**config.mk**
```make
export PLATFORM = sky130hd
export DESIGN_NAME = mw_eeprom
export DESIGN_NICKNAME = d
export VERILOG_FILES = /design/src/rtl/mw_eeprom.sv
export SDC_FILE = /design/constraint.sdc
export NUM_CORES = 2
export LEC_CHECK = 0
export ABC_AREA = 1
export CAP_MARGIN = 5
export CORE_ASPECT_RATIO = 0.9
export CORE_UTILIZATION = 55
export DETAILED_ROUTE_END_ITERATION = 10
export DONT_BUFFER_PORTS = 1
export PLACE_DENSITY = 0.68
export SYNTH_ARGS = -nofsm -noshare
export SYNTH_HDL_FRONTEND = slang
export SYNTH_SLANG_ARGS = --single-unit
```
**constraint.sdc**
```tcl
create_clock -name clk -period 4.55 [get_ports clk]
set_input_delay 0.2275 -clock clk [delete_from_list [all_inputs] [get_ports clk]]
set_output_delay 0.2275 -clock clk [all_outputs]
set_load 0.05 [all_outputs]
```
**src/rtl/mw_eeprom.sv**
```systemverilog
module mw_eeprom #(
  parameter int AW          = 6,
  parameter int DW          = 16,
  parameter int PROG_CYCLES = 100000,
  parameter int CS_GAP      = 8
) (
  input  logic clk,
  input  logic rst_n,
  input  logic cs,
  input  logic sk,
  input  logic di,
  input  logic wr_allow,
  output logic dout,
  output logic dout_en
);
  localparam int WORDS = 1 << AW;
  localparam int HW    = AW + 2;
  localparam int BW    = $clog2((DW > HW) ? DW : HW) + 1;
  localparam int CW    = $clog2(PROG_CYCLES + 1);
  localparam int GW    = $clog2(CS_GAP + 1);

  typedef enum logic [2:0] {S_IDLE, S_HDR, S_DATA, S_RD, S_PEND, S_HOLD} st_t;

  logic s_cs, s_cs_d, s_sk, s_sk_d, s_di;
  always_ff @(posedge clk or negedge rst_n)
    if (!rst_n) {s_cs, s_cs_d, s_sk, s_sk_d, s_di} <= '0;
    else begin
      s_cs <= cs;  s_cs_d <= s_cs;
      s_sk <= sk;  s_sk_d <= s_sk;
      s_di <= di;
    end

  wire sk_rise = s_sk & ~s_sk_d;
  wire sk_fall = ~s_sk & s_sk_d;
  wire cs_rise = s_cs & ~s_cs_d;
  wire cs_fall = ~s_cs & s_cs_d;

  st_t              st;
  logic [BW-1:0]    cnt;
  logic [HW-1:0]    hdr;
  logic [DW-1:0]    sh;
  logic [AW-1:0]    addr;
  logic             is_erase, wen, stat, dout_r, sel_ok;
  logic [GW-1:0]    gap_cnt;
  logic [CW-1:0]    prog_cnt;
  logic [DW-1:0]    mem [WORDS];

  wire gap_met = gap_cnt >= GW'(CS_GAP);
  wire sel     = s_cs & (cs_rise ? gap_met : sel_ok);
  wire busy    = prog_cnt != '0;
  wire act     = sel & ~busy;

  wire [HW-1:0] hdr_nx   = {hdr[HW-2:0], s_di};
  wire [AW-1:0] ad_nx    = hdr_nx[AW-1:0];
  wire          hdr_done = act & sk_rise & (st == S_HDR) & (cnt == BW'(HW-1));
  wire          commit   = cs_fall & (st == S_PEND) & wen & wr_allow;
  wire          rd_mode  = st == S_RD;
  wire          fall_evt = act & sk_fall;

  always_ff @(posedge clk or negedge rst_n) begin
    if (!rst_n) begin
      st <= S_IDLE;  cnt <= '0;  hdr <= '0;  sh <= '0;  addr <= '0;
      is_erase <= 1'b0;  wen <= 1'b0;  stat <= 1'b0;  dout_r <= 1'b0;
      gap_cnt <= GW'(CS_GAP);  sel_ok <= 1'b0;  prog_cnt <= '0;
    end else begin
      if (busy) prog_cnt <= prog_cnt - 1'b1;

      if (!s_cs) begin
        st   <= S_IDLE;
        stat <= 1'b0;
        if (cs_fall)       gap_cnt <= GW'(1);
        else if (!gap_met) gap_cnt <= gap_cnt + 1'b1;
        if (commit) prog_cnt <= CW'(PROG_CYCLES);
      end

      if (cs_rise) begin
        sel_ok <= gap_met;
        stat   <= gap_met & busy;
      end

      if (act && sk_rise) begin
        case (st)
          S_IDLE: if (s_di) begin
            st <= S_HDR;  cnt <= '0;  stat <= 1'b0;
          end
          S_HDR: begin
            hdr <= hdr_nx;
            cnt <= cnt + 1'b1;
            if (cnt == BW'(HW-1)) begin
              addr <= ad_nx;
              cnt  <= '0;
              case (hdr_nx[HW-1:HW-2])
                2'b10: begin st <= S_RD;   sh <= mem[ad_nx]; dout_r <= 1'b0; end
                2'b01: begin st <= S_DATA; is_erase <= 1'b0; end
                2'b11: begin st <= S_PEND; is_erase <= 1'b1; end
                default: begin
                  st <= S_HOLD;
                  if (ad_nx[AW-1:AW-2] == 2'b11)      wen <= 1'b1;
                  else if (ad_nx[AW-1:AW-2] == 2'b00) wen <= 1'b0;
                end
              endcase
            end
          end
          S_DATA: begin
            sh  <= {sh[DW-2:0], s_di};
            cnt <= cnt + 1'b1;
            if (cnt == BW'(DW-1)) st <= S_PEND;
          end
          default: ;
        endcase
      end

      if (fall_evt && rd_mode) begin
        if (cnt == '0) begin
          dout_r <= 1'b0;
          cnt    <= BW'(1);
        end else begin
          dout_r <= sh[DW-1];
          sh     <= {sh[DW-2:0], 1'b0};
        end
      end
    end
  end

  always_ff @(posedge clk or negedge rst_n)
    if (!rst_n) begin
      for (int i = 0; i < WORDS; i++) mem[i] <= '1;
    end else if (commit) begin
      mem[addr] <= is_erase ? '1 : sh;
    end

  assign dout    = stat ? ~busy : dout_r;
  assign dout_en = sel & (stat | rd_mode);
endmodule


```
==> impl_metrics.yaml <==
grt:
  antenna_found_initial: 3
  grt_use_met1: 0.474
  overflow: 0
  grt.met2_usage: 0.483
  grt_pass1_vias: 40400
  grtUsageMet3: 0.0660
  grt_pass1_wl_um: 243000
  grt_max_degree: 1093
  grt_usage: 0.328
  top_usage_layer: "met2"
critical_path:
  cp-start-kind: "input port"
  path_common_cell: "buf_16"
  crit_slowest_cell: "dlygate4sd3_1"
  worstPathMaxFanout: 276
  crit_arrival_ns: 4.17
  required_ns: 5.35
  critPathCaptureType: "asynchronous set/reset pin"
  path_cells: "dlygate4sd3_1, buf_16, buf_16, buf_16"
  critPathBufInv: 4
  crit_type: "input port to asynchronous set/reset pin"
  cpLargestDelayFamily: "buffers and inverters"
  slowest_delay_ns: 0.93
synthesis:
  syn_area_per_cell_um2: 8.09
  synth_commonest_cells: "2459 x nand2_1, 1034 x o21ai_0, 1025 x dfstp_2"
  yosysTopAreaCellShare: 0.524
  ys_seq_area_frac: 0.556
  synth_area_leaders: "dfstp_2 52%, nand2_1 18%, o21ai_0 10%"
  synth_enable_flop_cells: 0
  yosysWarnings: 0
  synth_cell_types: 36
  postSynthCellCount: 6359
  ys_ff_latch: 1092
  synth-async-reset-ratio: 1.00
  syn-num-nets: 6377
  synth_area_mm2: 0.0514
  synth-main-ff-cell: "dfstp_2"
  synth_largest_area_cell: "dfstp_2"
  yosysMostFrequentCell: "nand2_1"
route:
  vias_per_cell: 5.84
  drc: 0
  antenna_left: 0
  drt_first_pass_iters: 6
  wl_um: 155000
  dr.first_iter.drc_count: 4950
  wl_per_cell_um: 20.9
  vias: 43200
cells_and_area:
  fill_cells: 8273
  stdcell_count: 7398
  area_growth_pct: 8.76
  drive_gt1_frac: 0.220
  seqCellArea_mm2: 0.0286
  final_nets: 6084
  antenna_cells: 0
  multi_input_area_mm2: 0.0206
  design_area_mm2: 0.0559
  post-route-util: 0.603
worst_hold_path:
  hold_class: "input port to asynchronous set/reset pin"
placed_design:
  dp_worst_setup_slack_ns: 1.43
  hpwl_um: 88000
  placedCellCount: 7185
  placed_area_mm2: 0.0521
  io_buffers: 0
  gp_congestion: 0.957
clocking:
  postCtsSetupBuffers: 0
  clock_path_buffers: 3
  cts_inserted_buffers: 112
  cts_resized: 0
  cts_hold_buf: 3
  cts-htree-levels: 3
  root_buffer: "clkbuf_16"
  tritoncts_num_sinks: 1092
  clk_latency_ns: 0.71
  path_clk_slew_ns: 0.06
  cts_tree: "done"
floorplan:
  fp.dieW_um: 324
  die_height_um: 292
  ios: 8
  core_area_mm2: 0.0927
  die_area_mm2: 0.0947
  rows: 106
  start_util: 0.555
power_and_ir_drop:
  power_mw: 19.6
  p_leak_nw: 20.2
  peakVddDrop_v: 0.000306
  p_per_area_mw_per_mm2: 351
timing:
  fin_crit_ns: 3.37
  fin_skew_ns: 0.0264
  post-route-period-util: 0.740
  slew_viol_final: 0
  setup_viol: 0
  hold_viol_final: 9
  clock.fmax_mhz: 297
  tightest_slew_ns: 1.48
  finalWorstSetupSlack_ns: 1.18
  fin_setup_tns_ns: 0
  relSlewSlack: 0.0104
  whs_ns: -0.00960
  rsz0062_at_grt: "no"
outcome:
  status: "complete, but fails checks"
  violations: "hold timing"
flow_run:
  cap_violations: 0
routing by layer:
layer	vias to the layer above	share of wire
met5	-	0.00017
met2	1699	0.43
met3	312	0.088
li1	20200	-
met4	4	0.040
met1	20900	0.44
final timing paths:
| kind | from | to | slack, ns | cells after the start |
|---|---|---|---|---|
| setup reg to reg | s_di | sh[7] | 1.23 | 14 |
| setup / recovery | rst_n | mem[203] | 1.18 | 4 |
| hold reg to reg | s_sk | s_sk_d | 0.43 | 0 |
| max in group clk | s_di | sh[7] | 1.23 | 14 |
| min in group clk | cs | s_cs | 0.09 | 1 |
| hold / removal | rst_n | prog_cnt[16] | -0.01 | 1 |
flip-flops by register name, summed over array words and instances, names as in the netlist, 3 cells and up:
register,flops
addr,6
cnt,5
gap_cnt,4
hdr,7
mem,1024
prog_cnt,17
sh,16
st,3
worst reg2reg max path: stages (launching register included):
cell	delay, ns
dfrtp_4	0.67
inv_8	0.48
buf_4	0.49
nand2_1	0.11
nand3_1	0.08
nand3_1	0.17
nand2_1	0.15
nand2_1	0.21
nand3_1	0.16
nand3_1	0.25
nand3_1	0.17
nand2_1	0.06
nand2_1	0.05
nand2_1	0.05
a21oi_1	0.13
layout by cell type, fill, tap and decap left out, types with 2 or more instances in the layout:
master,n
nand2_1,2459
o21ai_0,1033
dfstp_2,1025
nand3_1,912
clkbuf_16,116
buf_4,107
nor2_1,72
dfrtp_1,63
inv_1,56
a21oi_1,50
clkbuf_1,38
nand4_1,26
o21ai_1,21
nor2_4,19
clkinv_2,19
clkbuf_8,19
o21a_1,17
nor3_1,13
ha_1,12
buf_12,12
bufinv_16,9
clkinv_1,6
o22ai_1,5
buf_16,5
xor2_1,4
dlygate4sd3_1,4
nor2_2,3
nand2_2,3
inv_6,3
dfrtp_4,3
nor3_2,2
inv_8,2
inv_4,2
or2_2,2
inv_2,2
nor4_4,2
nor4_1,2
area by class of cell:
type                    count  share of cell area
clock inverters            31             0.00702
flip-flops and latches   1092               0.512
repair buffers            128              0.0218
well taps                1242              0.0278
clock buffers             173              0.0591
multi-input cells        4664               0.368
inverters                  68             0.00490
power by group:
| part | switching, mW | internal (mW) | leakage [nW] | total (mW) |
|---|---|---|---|---|
| logic | 0.378 | 0.0659 | 6.93 | 0.444 |
| clock network | 3.88 | 5.48 | 1.83 | 9.36 |
| registers | 0.0300 | 9.79 | 11.4 | 9.82 |
cell families (layout without fill, tap and decap cells):
logic type,count (synthesis),count (layout),share of synthesized area
adder cells (fa/ha/maj),12,12,0.00292
flip-flops,1092,1092,0.556
AO/OA/AOI/OAI,1132,1132,0.111
AND/OR/NAND/NOR,3516,3516,0.282
XOR/XNOR,4,4,0.000681
buffers and inverters,603,400,0.0462
No activity file was read; power rests on OpenSTA's default activity.
